==> src/rtl/fxp_pkg.sv <==
package fxp_pkg;

  function automatic int fxp_max(input int x, input int y);
    return (x > y) ? x : y;
  endfunction

  // bits right of the binary point; negative when the LSB weight exceeds 1
  function automatic int fxp_frac(input int wl, input int iwl);
    return wl - iwl;
  endfunction

  function automatic bit fxp_res_signed(input bit sa, input bit sb, input bit sub);
    return sa | sb | sub;
  endfunction

  function automatic int fxp_res_iwl(input int ia, input int ib, input bit sa, input bit sb);
    return fxp_max(ia, ib) + 1 + ((sa != sb) ? 1 : 0);
  endfunction

  function automatic int fxp_cap(input int raw_wl);
    return (raw_wl > 64) ? 64 : raw_wl;
  endfunction

endpackage

==> src/rtl/fxp_align.sv <==
module fxp_align #(
  parameter int IN_WL     = 8,
  parameter bit IN_SIGNED = 1'b1,
  parameter int SHIFT     = 0,
  parameter int OUT_WL    = 16
) (
  input  logic [IN_WL-1:0]  din,
  output logic [OUT_WL-1:0] dout
);
  localparam int PAD = OUT_WL - IN_WL;

  logic [OUT_WL-1:0] ext;

  generate
    if (IN_SIGNED) begin : g_sext
      assign ext = {{PAD{din[IN_WL-1]}}, din};
    end else begin : g_zext
      assign ext = {{PAD{1'b0}}, din};
    end
  endgenerate

  // zero-fill on the right moves the binary point onto the common grid
  assign dout = ext << SHIFT;
endmodule

==> src/rtl/fxp_addsub_core.sv <==
module fxp_addsub_core #(
  parameter int W   = 16,
  parameter bit SUB = 1'b0
) (
  input  logic [W-1:0] a,
  input  logic [W-1:0] b,
  output logic [W-1:0] y
);
  generate
    if (SUB) begin : g_sub
      assign y = a - b;
    end else begin : g_add
      assign y = a + b;
    end
  endgenerate
endmodule

==> src/rtl/fxp_addsub.sv <==
module fxp_addsub
  import fxp_pkg::*;
#(
  parameter bit A_SIGNED = 1'b1,
  parameter int A_WL     = 8,
  parameter int A_IWL    = 4,
  parameter bit B_SIGNED = 1'b0,
  parameter int B_WL     = 10,
  parameter int B_IWL    = 3,
  parameter bit SUB      = 1'b0,
  localparam int RES_WL  = fxp_cap(fxp_res_iwl(A_IWL, B_IWL, A_SIGNED, B_SIGNED)
                                   + fxp_max(fxp_frac(A_WL, A_IWL), fxp_frac(B_WL, B_IWL)))
) (
  input  logic                     clk,
  input  logic                     rst_n,
  input  logic                     in_valid,
  input  logic [A_WL-1:0]          a_data,
  input  logic [B_WL-1:0]          b_data,
  output logic                     out_valid,
  output logic [RES_WL-1:0]        out_data,
  output logic                     out_signed,
  output logic [6:0]               out_wl,
  output logic signed [15:0]       out_iwl
);
  localparam int FA         = fxp_frac(A_WL, A_IWL);
  localparam int FB         = fxp_frac(B_WL, B_IWL);
  localparam int FL_C       = fxp_max(FA, FB);
  localparam int SHIFT_A    = FL_C - FA;
  localparam int SHIFT_B    = FL_C - FB;
  localparam bit RES_SIGNED = fxp_res_signed(A_SIGNED, B_SIGNED, SUB);
  localparam int RES_IWL    = fxp_res_iwl(A_IWL, B_IWL, A_SIGNED, B_SIGNED);
  localparam int RAW_WL     = RES_IWL + FL_C;

  // internal events, visible to the bound checker
  logic [RAW_WL-1:0] aligned_a;
  logic [RAW_WL-1:0] aligned_b;
  logic [RAW_WL-1:0] raw_sum;
  logic [RES_WL-1:0] res_next;

  fxp_align #(.IN_WL(A_WL), .IN_SIGNED(A_SIGNED), .SHIFT(SHIFT_A), .OUT_WL(RAW_WL))
    u_align_a (.din(a_data), .dout(aligned_a));

  fxp_align #(.IN_WL(B_WL), .IN_SIGNED(B_SIGNED), .SHIFT(SHIFT_B), .OUT_WL(RAW_WL))
    u_align_b (.din(b_data), .dout(aligned_b));

  fxp_addsub_core #(.W(RAW_WL), .SUB(SUB))
    u_core (.a(aligned_a), .b(aligned_b), .y(raw_sum));

  // keep the integer part; surplus width past 64 leaves from the bottom
  assign res_next = raw_sum[RAW_WL-1 -: RES_WL];

  always_ff @(posedge clk) begin
    if (!rst_n) begin
      out_valid <= 1'b0;
      out_data  <= '0;
    end else begin
      out_valid <= in_valid;
      if (in_valid) out_data <= res_next;
    end
  end

  assign out_signed = RES_SIGNED;
  assign out_wl     = 7'(RES_WL);
  assign out_iwl    = 16'(RES_IWL);
endmodule

==> config.mk <==
export PLATFORM = sky130hd
export DESIGN_NAME = fxp_addsub
export DESIGN_NICKNAME = d
export VERILOG_FILES = /design/src/rtl/fxp_pkg.sv /design/src/rtl/fxp_align.sv /design/src/rtl/fxp_addsub_core.sv /design/src/rtl/fxp_addsub.sv
export SDC_FILE = /design/constraint.sdc
export NUM_CORES = 1
export LEC_CHECK = 0
export ABC_AREA = 1
export BUFFER_PORTS_ARGS = -buffer_cell sky130_fd_sc_hd__buf_2
export CAP_MARGIN = 40
export CORE_ASPECT_RATIO = 1.2
export CORE_MARGIN = 2
export CORE_UTILIZATION = 28
export CTS_CLUSTER_DIAMETER = 200
export DETAILED_ROUTE_END_ITERATION = 16
export PLACE_DENSITY = 0.66
export SLEW_MARGIN = 20
export SYNTH_ARGS = -nofsm -noshare
export SYNTH_HDL_FRONTEND = slang
export SYNTH_SLANG_ARGS = --single-unit
==> constraint.sdc <==
create_clock -name clk -period 1.3 [get_ports clk]
set_input_delay 0.065 -clock clk [delete_from_list [all_inputs] [get_ports clk]]
set_output_delay 0.065 -clock clk [all_outputs]
set_load 0.03 [all_outputs]
==> run_results.csv <==
group,metric,value,unit
setup_path,r2r-start,"out_data[5]",
logic_synthesis,synth-simple-area-share,23.79,%
logic_synthesis,ys_seq_area_share,26.46,%
die,fp.dieH,68.92,µm
power,p_total,1.229,mW
layout,final_area,1142,µm²
layout,fin_util,34.22,%
detailed_routing,drtPass1Iterations,4,
sta,setup_viol,0,
cts,cts_buffer_depth,2,
detailed_routing,ant_nets,0,
die,coreArea,3338,µm²
die,num_io_pins,59,
sta,hold_viol_final,0,
global_routing,grt_pass1_vias,719,
logic_synthesis,yosysUniqueCellTypes,21,
setup_path,worst_ep_arrival_time,1.33,ns
setup_path,startpoint_type,"input pin",
placed_design,place_ws,-0.1109,ns
logic_synthesis,syn_inst,139,
setup_path,crit_start,"a_data[0]",
setup_path,crit_fanout,2,
logic_synthesis,yosysMostFrequentCell,"buf_4",
sta,worst_slack,0.1479,ns
logic_synthesis,yosys_register_bits,13,
layout,antenna_cells,0,
global_routing,antenna_found_initial,0,
sta,post-route-period-util,88.63,%
cts,clk_latency,0.23,ns
logic_synthesis,synth_area_leaders,"dfxtp_1 (26%), buf_4 (20%), ha_1 (8.9%)",
die,die_w,58.10,µm
logic_synthesis,synth_xor_area_share,1.781,%
sta,finalHoldWorstSlack,0.04511,ns
global_routing,grt_max_degree,18,
cts,hold_buffers,0,
setup_path,worstSetupPathType,"input pin to flip-flop",
layout,finalNonFillerCells,211,
cts,post_cts_resize_count,0,
logic_synthesis,yosysTopAreaCell,"dfxtp_1",
die,rows,23,
global_routing,grt_util_all_layers,9.973,%
detailed_routing,viasPerCell,4.161,
logic_synthesis,synth_fa_ha_area_share,10.94,%
logic_synthesis,synth_top_family_by_area,"buffers and inverters",
placed_design,hpwl,1599,µm
setup_path,required,1.48,ns
detailed_routing,wl_per_cell,8.981,µm
die,start_util,29.46,%
setup_path,r2r_end,"out_data[5]",
setup_path,ff2ff_path_depth,4,
global_routing,grt_pass1_wl,3118,µm
sta,tns,0,ns
layout,drive_gt1_share,27.59,%
power,pwr_density_cell,1076,nW/µm²
worst_hold_path,worst_hold_path_type,"input pin to flip-flop",
logic_synthesis,yosys_most_used_dff,"dfxtp_1",
setup_path,r2r_setup_slack,0.63,ns
cts,tritoncts,"built",
logic_synthesis,syn_area,983.4,µm²
sta,post-route-min-period,1.152,ns
logic_synthesis,ys_warn_count,0,
placed_design,placed_cells,207,
cts,post_cts_buffers,0,
logic_synthesis,synth-compound-area-share,9.415,%
sta,fmax,868.0,MHz
detailed_routing,drc,0,
detailed_routing,drtIter0Drc,14,
power,p_leak,0.6728,nW
cts,numCtsBuffers,3,
logic_synthesis,synth_edf_count,0,
layout,nets,204,
setup_path,critPathCapture,"out_data[9]",
cts,clockRootBuffer,"clkbuf_8",
cts,cts.sinks,13,
job,max_cap_viol_count,0,
sta,rsz0062_at_grt,"false",
power,ir_drop,0.8526,mV
run_status,status,"finished, final reports clean",
placed_design,dpl_cell_area,1097,µm²
detailed_routing,vias,878,
detailed_routing,finalWirelength,1895,µm
global_routing,grt_overflow,0,
cts,htree_num_levels,1,
logic_synthesis,netlist_top_cells_count,"buf_4 (26), nand2_1 (22), nor2_1 (21)",
placed_design,port_buffers,34,
die,die-area,4004,µm²
logic_synthesis,synthMuxAreaShare,0,%
sta,slew_viol_final,0,
cts,cts.clk_slew.worst_paths,0.05,ns
logic_synthesis,yosys.area.top_type_share,26.46,%
placed_design,gp_congestion,0.7754,
layout,syn_to_final_growth,16.16,%
setup_path,critPathCaptureType,"flip-flop",
sta,fin_worst_skew,0,ns
logic_synthesis,synth_area_per_cell,7.075,µm²
logic_synthesis,synthArstFlopShare,0,%
[sequential cells by signal, summed over array words and instances (netlist names)]
signal	count
out_valid	1
out_data	12
[cell type report]
| type | instances | area [µm²] |
|---|---|---|
| clock buffer | 4 | 45.04 |
| fill | 388 | 2196 |
| inverter | 17 | 63.81 |
| multi-input combinational | 104 | 541.8 |
| sequential | 13 | 260.3 |
| tap | 37 | 46.29 |
| timing repair buffer | 36 | 185.2 |
[worst min-delay path by stage]
stage               startpoint     endpoint  slack [ns]  cells past startpoint
CTS                  b_data[1]  out_data[1]        0.05                      3
global route         b_data[1]  out_data[1]        0.06                      3
floorplan                rst_n    out_valid        0.16                      2
global placement     b_data[1]  out_data[1]        0.29                      3
detailed placement   b_data[2]  out_data[2]        0.29                      3
finish               b_data[1]  out_data[1]        0.05                      3
[power breakdown]
part | leakage [nW] | switching (mW) | internal [mW]
Sequential | 0.108 | 0.0138 | 0.431
Combinational | 0.542 | 0.306 | 0.126
Clock | 0.0228 | 0.135 | 0.216
[critical path, stage by stage]
cell,delay [ns]
buf_2,0.10
ha_1,0.21
fa_1,0.39
nand2_1,0.08
nand2_1,0.07
nand3_2,0.07
nand2_1,0.05
nand2_1,0.09
nand3_1,0.08
a21oi_2,0.13
[metal layers]
layer	up-vias	track usage [%]	share of wire (%)
met5	-	0	0
met1	385	11.87	41
li1	450	-	-
met4	0	0.8721	0
met2	43	18.04	48
met3	0	3.358	11
[placed cells by master, fill, tap and decap left out, drive strengths merged, types with 6 or more instances in the layout]
cell type	count
o21ai	8
buf	36
nor2	21
inv	16
ha	7
conb	24
nand3	10
dfxtp	13
nand2	24
a21oi	6
[cell families after synthesis]
logic type | count (synthesis)
buf+inv | 44
compound gates | 15
other cells | 2
fa+ha+maj | 8
simple gates | 55
xor+xnor | 2
flops | 13
Power figures use the tool's default switching activity.
